<file path="src/rtl/perf_mon_pkg.sv">
// Package perf_mon_pkg
// Shared constants for the performance counter unit: the register address
// map and the bit positions in the control word.
package perf_mon_pkg;
    localparam int ADDR_W  = 2;
    localparam int N_CNT   = 3;
    localparam int SEL_W   = 6;
    localparam int N_EVENTS = 1 << SEL_W;

    // Control word bit positions
    localparam int BIT_EN     = 0;
    localparam int BIT_CLR_EV = 1;
    localparam int BIT_CLR_CY = 2;
    localparam int BIT_SCALE  = 3;
    localparam int IE_LO      = 4;
    localparam int FLAG_LO    = 8;
    localparam int SEL0_LO    = 12;
    localparam int SEL1_LO    = 18;

    typedef enum logic [ADDR_W-1:0] {
        ADR_CTRL = 2'd0,
        ADR_CYC  = 2'd1,
        ADR_EV0  = 2'd2,
        ADR_EV1  = 2'd3
    } reg_addr_e;
endpackage

</file>
<file path="src/rtl/perf_counter.sv">
// Module perf_counter
// One wrapping up-counter. Priority is load, then clear, then increment.
// The overflow pulse is high only when an increment that is actually
// applied takes the counter from all ones to zero.
module perf_counter #(
    parameter int W = 32
) (
    input  logic         clk,
    input  logic         rst_n,
    input  logic         load,
    input  logic [W-1:0] load_val,
    input  logic         clear,
    input  logic         inc,
    output logic [W-1:0] cnt,
    output logic         ovf
);
    // Counter register with load > clear > increment priority
    always_ff @(posedge clk) begin
        if (!rst_n)     cnt <= '0;
        else if (load)  cnt <= load_val;
        else if (clear) cnt <= '0;
        else if (inc)   cnt <= cnt + 1'b1;
    end

    // Wrap detection for an increment that takes effect
    assign ovf = inc && !load && !clear && (cnt == '1);
endmodule

</file>
<file path="src/rtl/perf_prescaler.sv">
// Module perf_prescaler
// Free-running divider that gives one tick every 2**LOG2 enabled clocks.
// It holds while run is low and restarts at zero on clear.
module perf_prescaler #(
    parameter int LOG2 = 6
) (
    input  logic clk,
    input  logic rst_n,
    input  logic clear,
    input  logic run,
    output logic tick
);
    logic [LOG2-1:0] phase;

    // Phase counter that advances only while run is high
    always_ff @(posedge clk) begin
        if (!rst_n)     phase <= '0;
        else if (clear) phase <= '0;
        else if (run)   phase <= phase + 1'b1;
    end

    // Tick on the last phase of each period
    assign tick = run && (phase == '1);
endmodule

</file>
<file path="src/rtl/perf_ctrl_reg.sv">
// Module perf_ctrl_reg
// Holds the control word. The clear bits are decoded straight from the
// write and never stored. Overflow flags are sticky: a write of 1 clears a
// flag, but an overflow in the same cycle keeps it set.
module perf_ctrl_reg
    import perf_mon_pkg::*;
#(
    parameter int DATA_W = 32
) (
    input  logic              clk,
    input  logic              rst_n,
    input  logic              wr,
    input  logic [DATA_W-1:0] wdata,
    input  logic [N_CNT-1:0]  cnt_ovf,
    output logic              ctl_en,
    output logic              ctl_scale,
    output logic [N_CNT-1:0]  ctl_ie,
    output logic [N_CNT-1:0]  ctl_flag,
    output logic [SEL_W-1:0]  ctl_sel0,
    output logic [SEL_W-1:0]  ctl_sel1,
    output logic              clr_cyc,
    output logic              clr_ev,
    output logic [DATA_W-1:0] rdata
);
    logic [N_CNT-1:0] flag_clr;

    assign clr_cyc  = wr && wdata[BIT_CLR_CY];
    assign clr_ev   = wr && wdata[BIT_CLR_EV];
    assign flag_clr = wr ? wdata[FLAG_LO +: N_CNT] : '0;

    // Configuration fields loaded on a control write
    always_ff @(posedge clk) begin
        if (!rst_n) begin
            ctl_en    <= 1'b0;
            ctl_scale <= 1'b0;
            ctl_ie    <= '0;
            ctl_sel0  <= '0;
            ctl_sel1  <= '0;
        end else if (wr) begin
            ctl_en    <= wdata[BIT_EN];
            ctl_scale <= wdata[BIT_SCALE];
            ctl_ie    <= wdata[IE_LO +: N_CNT];
            ctl_sel0  <= wdata[SEL0_LO +: SEL_W];
            ctl_sel1  <= wdata[SEL1_LO +: SEL_W];
        end
    end

    // Sticky flags, where a new overflow wins over a clear
    always_ff @(posedge clk) begin
        if (!rst_n) ctl_flag <= '0;
        else        ctl_flag <= (ctl_flag & ~flag_clr) | cnt_ovf;
    end

    // Readback image, with clear bits and reserved bits at zero
    always_comb begin
        rdata                      = '0;
        rdata[BIT_EN]              = ctl_en;
        rdata[BIT_SCALE]           = ctl_scale;
        rdata[IE_LO +: N_CNT]      = ctl_ie;
        rdata[FLAG_LO +: N_CNT]    = ctl_flag;
        rdata[SEL0_LO +: SEL_W]    = ctl_sel0;
        rdata[SEL1_LO +: SEL_W]    = ctl_sel1;
    end
endmodule

</file>
<file path="src/rtl/perf_mon_unit.sv">
// Module perf_mon_unit
// Performance counter unit: a cycle counter and two event counters behind
// a four-entry register port, with a combined overflow interrupt.
// Assumes the event inputs are synchronous to clk and DATA_W >= 24, so
// that the control fields fit.
module perf_mon_unit
    import perf_mon_pkg::*;
#(
    parameter int DATA_W       = 32,
    parameter int PRESCALE_LOG2 = 6
) (
    input  logic                clk,
    input  logic                rst_n,
    input  logic [ADDR_W-1:0]   reg_addr,
    input  logic                reg_we,
    input  logic [DATA_W-1:0]   reg_wdata,
    output logic [DATA_W-1:0]   reg_rdata,
    input  logic [N_EVENTS-1:0] events,
    output logic                irq
);
    logic              ctl_en, ctl_scale, clr_cyc, clr_ev, pre_tick;
    logic [N_CNT-1:0]  ctl_ie, ctl_flag, cnt_ovf, cnt_inc, cnt_load, cnt_clr;
    logic [SEL_W-1:0]  ctl_sel0, ctl_sel1;
    logic [DATA_W-1:0] ctrl_rdata;
    logic [DATA_W-1:0] cnt [N_CNT];

    perf_ctrl_reg #(.DATA_W(DATA_W)) u_ctrl (
        .clk(clk), .rst_n(rst_n),
        .wr(reg_we && (reg_addr == ADR_CTRL)), .wdata(reg_wdata),
        .cnt_ovf(cnt_ovf),
        .ctl_en(ctl_en), .ctl_scale(ctl_scale), .ctl_ie(ctl_ie),
        .ctl_flag(ctl_flag), .ctl_sel0(ctl_sel0), .ctl_sel1(ctl_sel1),
        .clr_cyc(clr_cyc), .clr_ev(clr_ev), .rdata(ctrl_rdata)
    );

    perf_prescaler #(.LOG2(PRESCALE_LOG2)) u_pre (
        .clk(clk), .rst_n(rst_n), .clear(clr_cyc),
        .run(ctl_en && ctl_scale), .tick(pre_tick)
    );

    // Increment sources: the clock, either scaled or direct, and two selected events
    always_comb begin
        cnt_inc[0] = ctl_en && (ctl_scale ? pre_tick : 1'b1);
        cnt_inc[1] = ctl_en && events[ctl_sel0];
        cnt_inc[2] = ctl_en && events[ctl_sel1];
        cnt_clr    = {clr_ev, clr_ev, clr_cyc};
    end

    for (genvar g = 0; g < N_CNT; g++) begin : g_cnt
        assign cnt_load[g] = reg_we && (reg_addr == ADDR_W'(g + 1));
        perf_counter #(.W(DATA_W)) u_cnt (
            .clk(clk), .rst_n(rst_n),
            .load(cnt_load[g]), .load_val(reg_wdata),
            .clear(cnt_clr[g]), .inc(cnt_inc[g]),
            .cnt(cnt[g]), .ovf(cnt_ovf[g])
        );
    end

    // Register read multiplexer
    always_comb begin
        case (reg_addr)
            ADR_CTRL: reg_rdata = ctrl_rdata;
            ADR_CYC:  reg_rdata = cnt[0];
            ADR_EV0:  reg_rdata = cnt[1];
            default:  reg_rdata = cnt[2];
        endcase
    end

    assign irq = |(ctl_flag & ctl_ie);
endmodule

</file>
<file path="config.mk">
export PLATFORM = sky130hd
export DESIGN_NAME = perf_mon_unit
export DESIGN_NICKNAME = d
export VERILOG_FILES = /design/src/rtl/perf_mon_pkg.sv /design/src/rtl/perf_counter.sv /design/src/rtl/perf_prescaler.sv /design/src/rtl/perf_ctrl_reg.sv /design/src/rtl/perf_mon_unit.sv
export SDC_FILE = /design/constraint.sdc
export NUM_CORES = 1
export LEC_CHECK = 0
export ABC_AREA = 1
export BUFFER_PORTS_ARGS = -buffer_cell sky130_fd_sc_hd__buf_2
export CORE_ASPECT_RATIO = 1.2
export CORE_MARGIN = 2
export CORE_UTILIZATION = 50
export DETAILED_ROUTE_END_ITERATION = 10
export PLACE_DENSITY_LB_ADDON = 0.1
export REMOVE_ABC_BUFFERS = 1
export SETUP_SLACK_MARGIN = 0.1
export SLEW_MARGIN = 10
export SYNTH_ARGS = -nofsm -noshare
export SYNTH_HDL_FRONTEND = slang
export SYNTH_SLANG_ARGS = --single-unit
</file>
<file path="constraint.sdc">
create_clock -name clk -period 2.5 [get_ports clk]
set_input_delay 0.5 -clock clk [delete_from_list [all_inputs] [get_ports clk]]
set_output_delay 0.5 -clock clk [all_outputs]
set_load 0.01 [all_outputs]
</file>
==> metrics.txt <==
# TYPE chip_impl_metric gauge
chip_impl_metric{name="num-nets-final",unit=""} 1973
chip_impl_info{name="result_of_the_run",value="complete, no violations"} 1
chip_impl_metric{name="detail_route.drc_violations",unit=""} 0
chip_impl_metric{name="ctsLongestPathBuffers",unit=""} 2
chip_impl_metric{name="floorplan.rows",unit=""} 56
chip_impl_metric{name="min_period_over_period",unit="%"} 94.7
chip_impl_metric{name="number_of_antenna_violations_at_the_first_check_in_global_routing",unit=""} 0
chip_impl_info{name="cts-root-buf",value="clkbuf_16"} 1
chip_impl_metric{name="clkTransAtPathRegs",unit="ps"} 60
chip_impl_metric{name="fp.coreArea",unit="sq mm"} 0.0196
chip_impl_metric{name="clock-skew-final",unit="ps"} 9.80
chip_impl_metric{name="min_period",unit="ps"} 2370
chip_impl_metric{name="die_h",unit="microns"} 159
chip_impl_metric{name="clk_latency",unit="ps"} 440
chip_impl_metric{name="numPortBuffers",unit=""} 133
chip_impl_metric{name="proportion_of_layout_cells_with_a_drive_suffix_above_1",unit="%"} 13.9
chip_impl_metric{name="syn2layout_area_growth",unit="%"} 15.2
chip_impl_info{name="setup_repair_after_global_routing_missed_its_margin",value="yes"} 1
chip_impl_info{name="cp-end-kind",value="output port"} 1
chip_impl_metric{name="report.power.total",unit="W"} 0.00627
chip_impl_metric{name="io_pins",unit=""} 134
chip_impl_metric{name="worst_ep_arrival_time",unit="ps"} 1870
chip_impl_metric{name="avgRoutedWirePerCell",unit="microns"} 19.5
chip_impl_metric{name="preCtsSetupSlack",unit="ps"} 95.9
chip_impl_metric{name="placed_cell_area",unit="sq mm"} 0.0110
chip_impl_metric{name="yosys.cell_types.count",unit=""} 47
chip_impl_metric{name="max_freq",unit="GHz"} 0.423
chip_impl_metric{name="synthesis.instances",unit=""} 1759
chip_impl_metric{name="finalHoldViolations",unit=""} 0
chip_impl_info{name="timing.critical_path.from_type",value="primary input"} 1
chip_impl_metric{name="cts-buffers-inserted",unit=""} 17
chip_impl_metric{name="first_pass_iters",unit=""} 8
chip_impl_info{name="path_class",value="in2out"} 1
chip_impl_metric{name="cts_setup_buffers",unit=""} 0
chip_impl_metric{name="final_area",unit="sq mm"} 0.0116
chip_impl_metric{name="syn-mean-instance-area",unit="sq um"} 5.71
chip_impl_metric{name="dieArea",unit="sq mm"} 0.0212
chip_impl_info{name="hold_class",value="in2reg"} 1
chip_impl_metric{name="total_leakage_power",unit="nW"} 5.04
chip_impl_metric{name="gp_congestion",unit=""} 1.01
chip_impl_metric{name="maxSlewHeadroom",unit="%"} 56.3
chip_impl_metric{name="timing.final.ws_setup",unit="ps"} 133
chip_impl_metric{name="cts.sinks",unit=""} 122
chip_impl_metric{name="vias",unit=""} 12800
chip_impl_metric{name="start_util",unit="%"} 51.2
chip_impl_metric{name="detail_route.vias_per_cell",unit=""} 5.97
chip_impl_info{name="clock_tree_from_tritoncts",value="built"} 1
chip_impl_metric{name="drt_iter0_markers",unit=""} 1171
chip_impl_metric{name="p_per_area",unit="mW/mm^2"} 541
chip_impl_metric{name="cp.required",unit="ps"} 2000
chip_impl_metric{name="timing.final.setup_violations",unit=""} 0
chip_impl_metric{name="pin_count_of_the_biggest_net_entering_global_routing",unit=""} 70
chip_impl_metric{name="grt_pass1_vias",unit=""} 11900
chip_impl_metric{name="final_antenna_net_count",unit=""} 0
chip_impl_metric{name="holdWs",unit="ps"} 370
chip_impl_metric{name="critical_path.max_fanout",unit=""} 22
chip_impl_metric{name="netlist_area",unit="sq mm"} 0.0100
chip_impl_metric{name="timing.final.max_slew_violations",unit=""} 0
chip_impl_metric{name="postSynthRegisterBits",unit=""} 122
chip_impl_metric{name="grt_overflow_total",unit=""} 0
chip_impl_metric{name="die_width",unit="microns"} 133
chip_impl_metric{name="diodes_inserted",unit=""} 0
chip_impl_metric{name="yosysWarnings",unit=""} 0
chip_impl_metric{name="cts.htree.levels",unit=""} 4
chip_impl_metric{name="routed_wl",unit="mm"} 41.8
chip_impl_metric{name="grt_first_pass_wirelength",unit="mm"} 65.1
chip_impl_metric{name="irDropWorstVdd",unit="V"} 0.000425
chip_impl_metric{name="worst_slew_pin_slew",unit="ps"} 649
chip_impl_metric{name="globalRouteTotalUtil",unit="%"} 39.2
chip_impl_metric{name="cap_viol_max_count",unit=""} 0
chip_impl_metric{name="hpwl",unit="mm"} 32.1
chip_impl_metric{name="synth-seq-area-share",unit="%"} 24.3
-- worst paths after layout --
path                         startpoint  depth (start not counted)                     to  slack, ps
setup / recovery            reg_addr[1]                          8          reg_rdata[17]        130
hold / removal             reg_wdata[8]                          3  g_cnt[0].u_cnt.cnt[8]        370
setup reg to reg  g_cnt[0].u_cnt.cnt[1]                         13     u_ctrl.ctl_flag[0]        270
hold reg to reg          u_pre.phase[3]                          2         u_pre.phase[3]        480
-- placed cells by master, fill, tap and decap left out, types with 10 or more instances in the layout --
cell and n:
nand2_1 472, nand3_1 209, nor2_1 183, inv_1 173
a21oi_1 140, buf_2 132, o21ai_0 126, dfxtp_1 122
buf_4 43, nor3_1 38, nand4_1 37, o22ai_1 33
clkbuf_16 17, o221ai_1 15, a221oi_1 12, inv_2 10
-- synth_stat cells (all sizes together) --
library cell,count,share of area (%)
nand2,483,19
nand3,210,11
nor2,195,7.7
inv,189,7.2
a21oi,140,7.0
o21ai,132,6.6
dfxtp,122,24
buf,52,3.3
nor3,40,2.0
clkbuf,38,1.4
nand4,38,2.4
o22ai,34,2.1
o221ai,15,1.3
a221oi,13,1.1
nor4,8,0.50
o211ai,7,0.52
a32oi,5,0.44
nand3b,5,0.37
or2,5,0.31
ha,4,0.50
xor2,3,0.26
a211oi,2,0.15
a21o,2,0.15
a22oi,2,0.15
a31oi,2,0.12
clkinv,2,0.075
nor3b,2,0.15
o2111ai,2,0.17
o21bai,2,0.15
xnor2,2,0.17
and3,1,0.062
o311ai,1,0.087
o32ai,1,0.087
-- stage by stage --
stage	util (%)	instances	setup TNS, ps
floorplan	-	1669	-30780
global placement	56.0	2110	0
detailed placement	56.0	2110	0
CTS	58.9	2142	0
global route	59.0	2142	0
finish	59.0	2142	0
-- layout make-up --
class                      count  area (sq um)
clock inverter                14           126
clock buffer                  18           429
timing repair buffer         180          1080
tap                          261           327
fill                        2004          8040
inverter                     191           732
sequential                   122          2440
multi-input combinational   1356          6440
-- flip-flops by register name, indices dropped and copies added (netlist names) --
name	cells
u_ctrl.ctl_flag	3
u_ctrl.ctl_scale	1
u_pre.phase	6
u_ctrl.ctl_ie	3
u_ctrl.ctl_sel1	6
u_ctrl.ctl_en	1
g_cnt.u_cnt.cnt	96
u_ctrl.ctl_sel0	6
-- per-layer routing --
layer | GRT usage [%] | up-vias | part of all wire, %
li1 | - | 6112 | -
met5 | 0 | - | 0
met4 | 24.7 | 0 | 7.0
met2 | 64.0 | 721 | 45
met3 | 6.49 | 153 | 8.5
met1 | 47.8 | 5796 | 39
-- report_power, final --
part           internal (W)  switching (W)  total (W)
registers           0.00211       0.000221    0.00233
clock network       0.00131        0.00110    0.00241
logic              0.000538       0.000992    0.00153
total               0.00395        0.00231    0.00627
-- worst max-delay path, cell delays in order --
cell	delay (ps)
buf_2	120
inv_2	60
nor2_2	260
inv_4	190
o22ai_1	320
a21oi_1	100
o21ai_0	110
buf_2	180
-- cells by family after synthesis --
group | count (synthesis) | synth area share, %
compound gates | 360 | 20.1
xor+xnor | 5 | 0.436
fa+ha+maj | 4 | 0.498
buf+inv | 281 | 12.0
flops | 122 | 24.3
simple gates | 987 | 42.6
-- what timing repair did --
action,4_1_cts,5_1_grt
hold buffers,0,0
endpoints found under the setup margin,2,30
resized for setup,2,7
(Power assumes the default switching activity.)
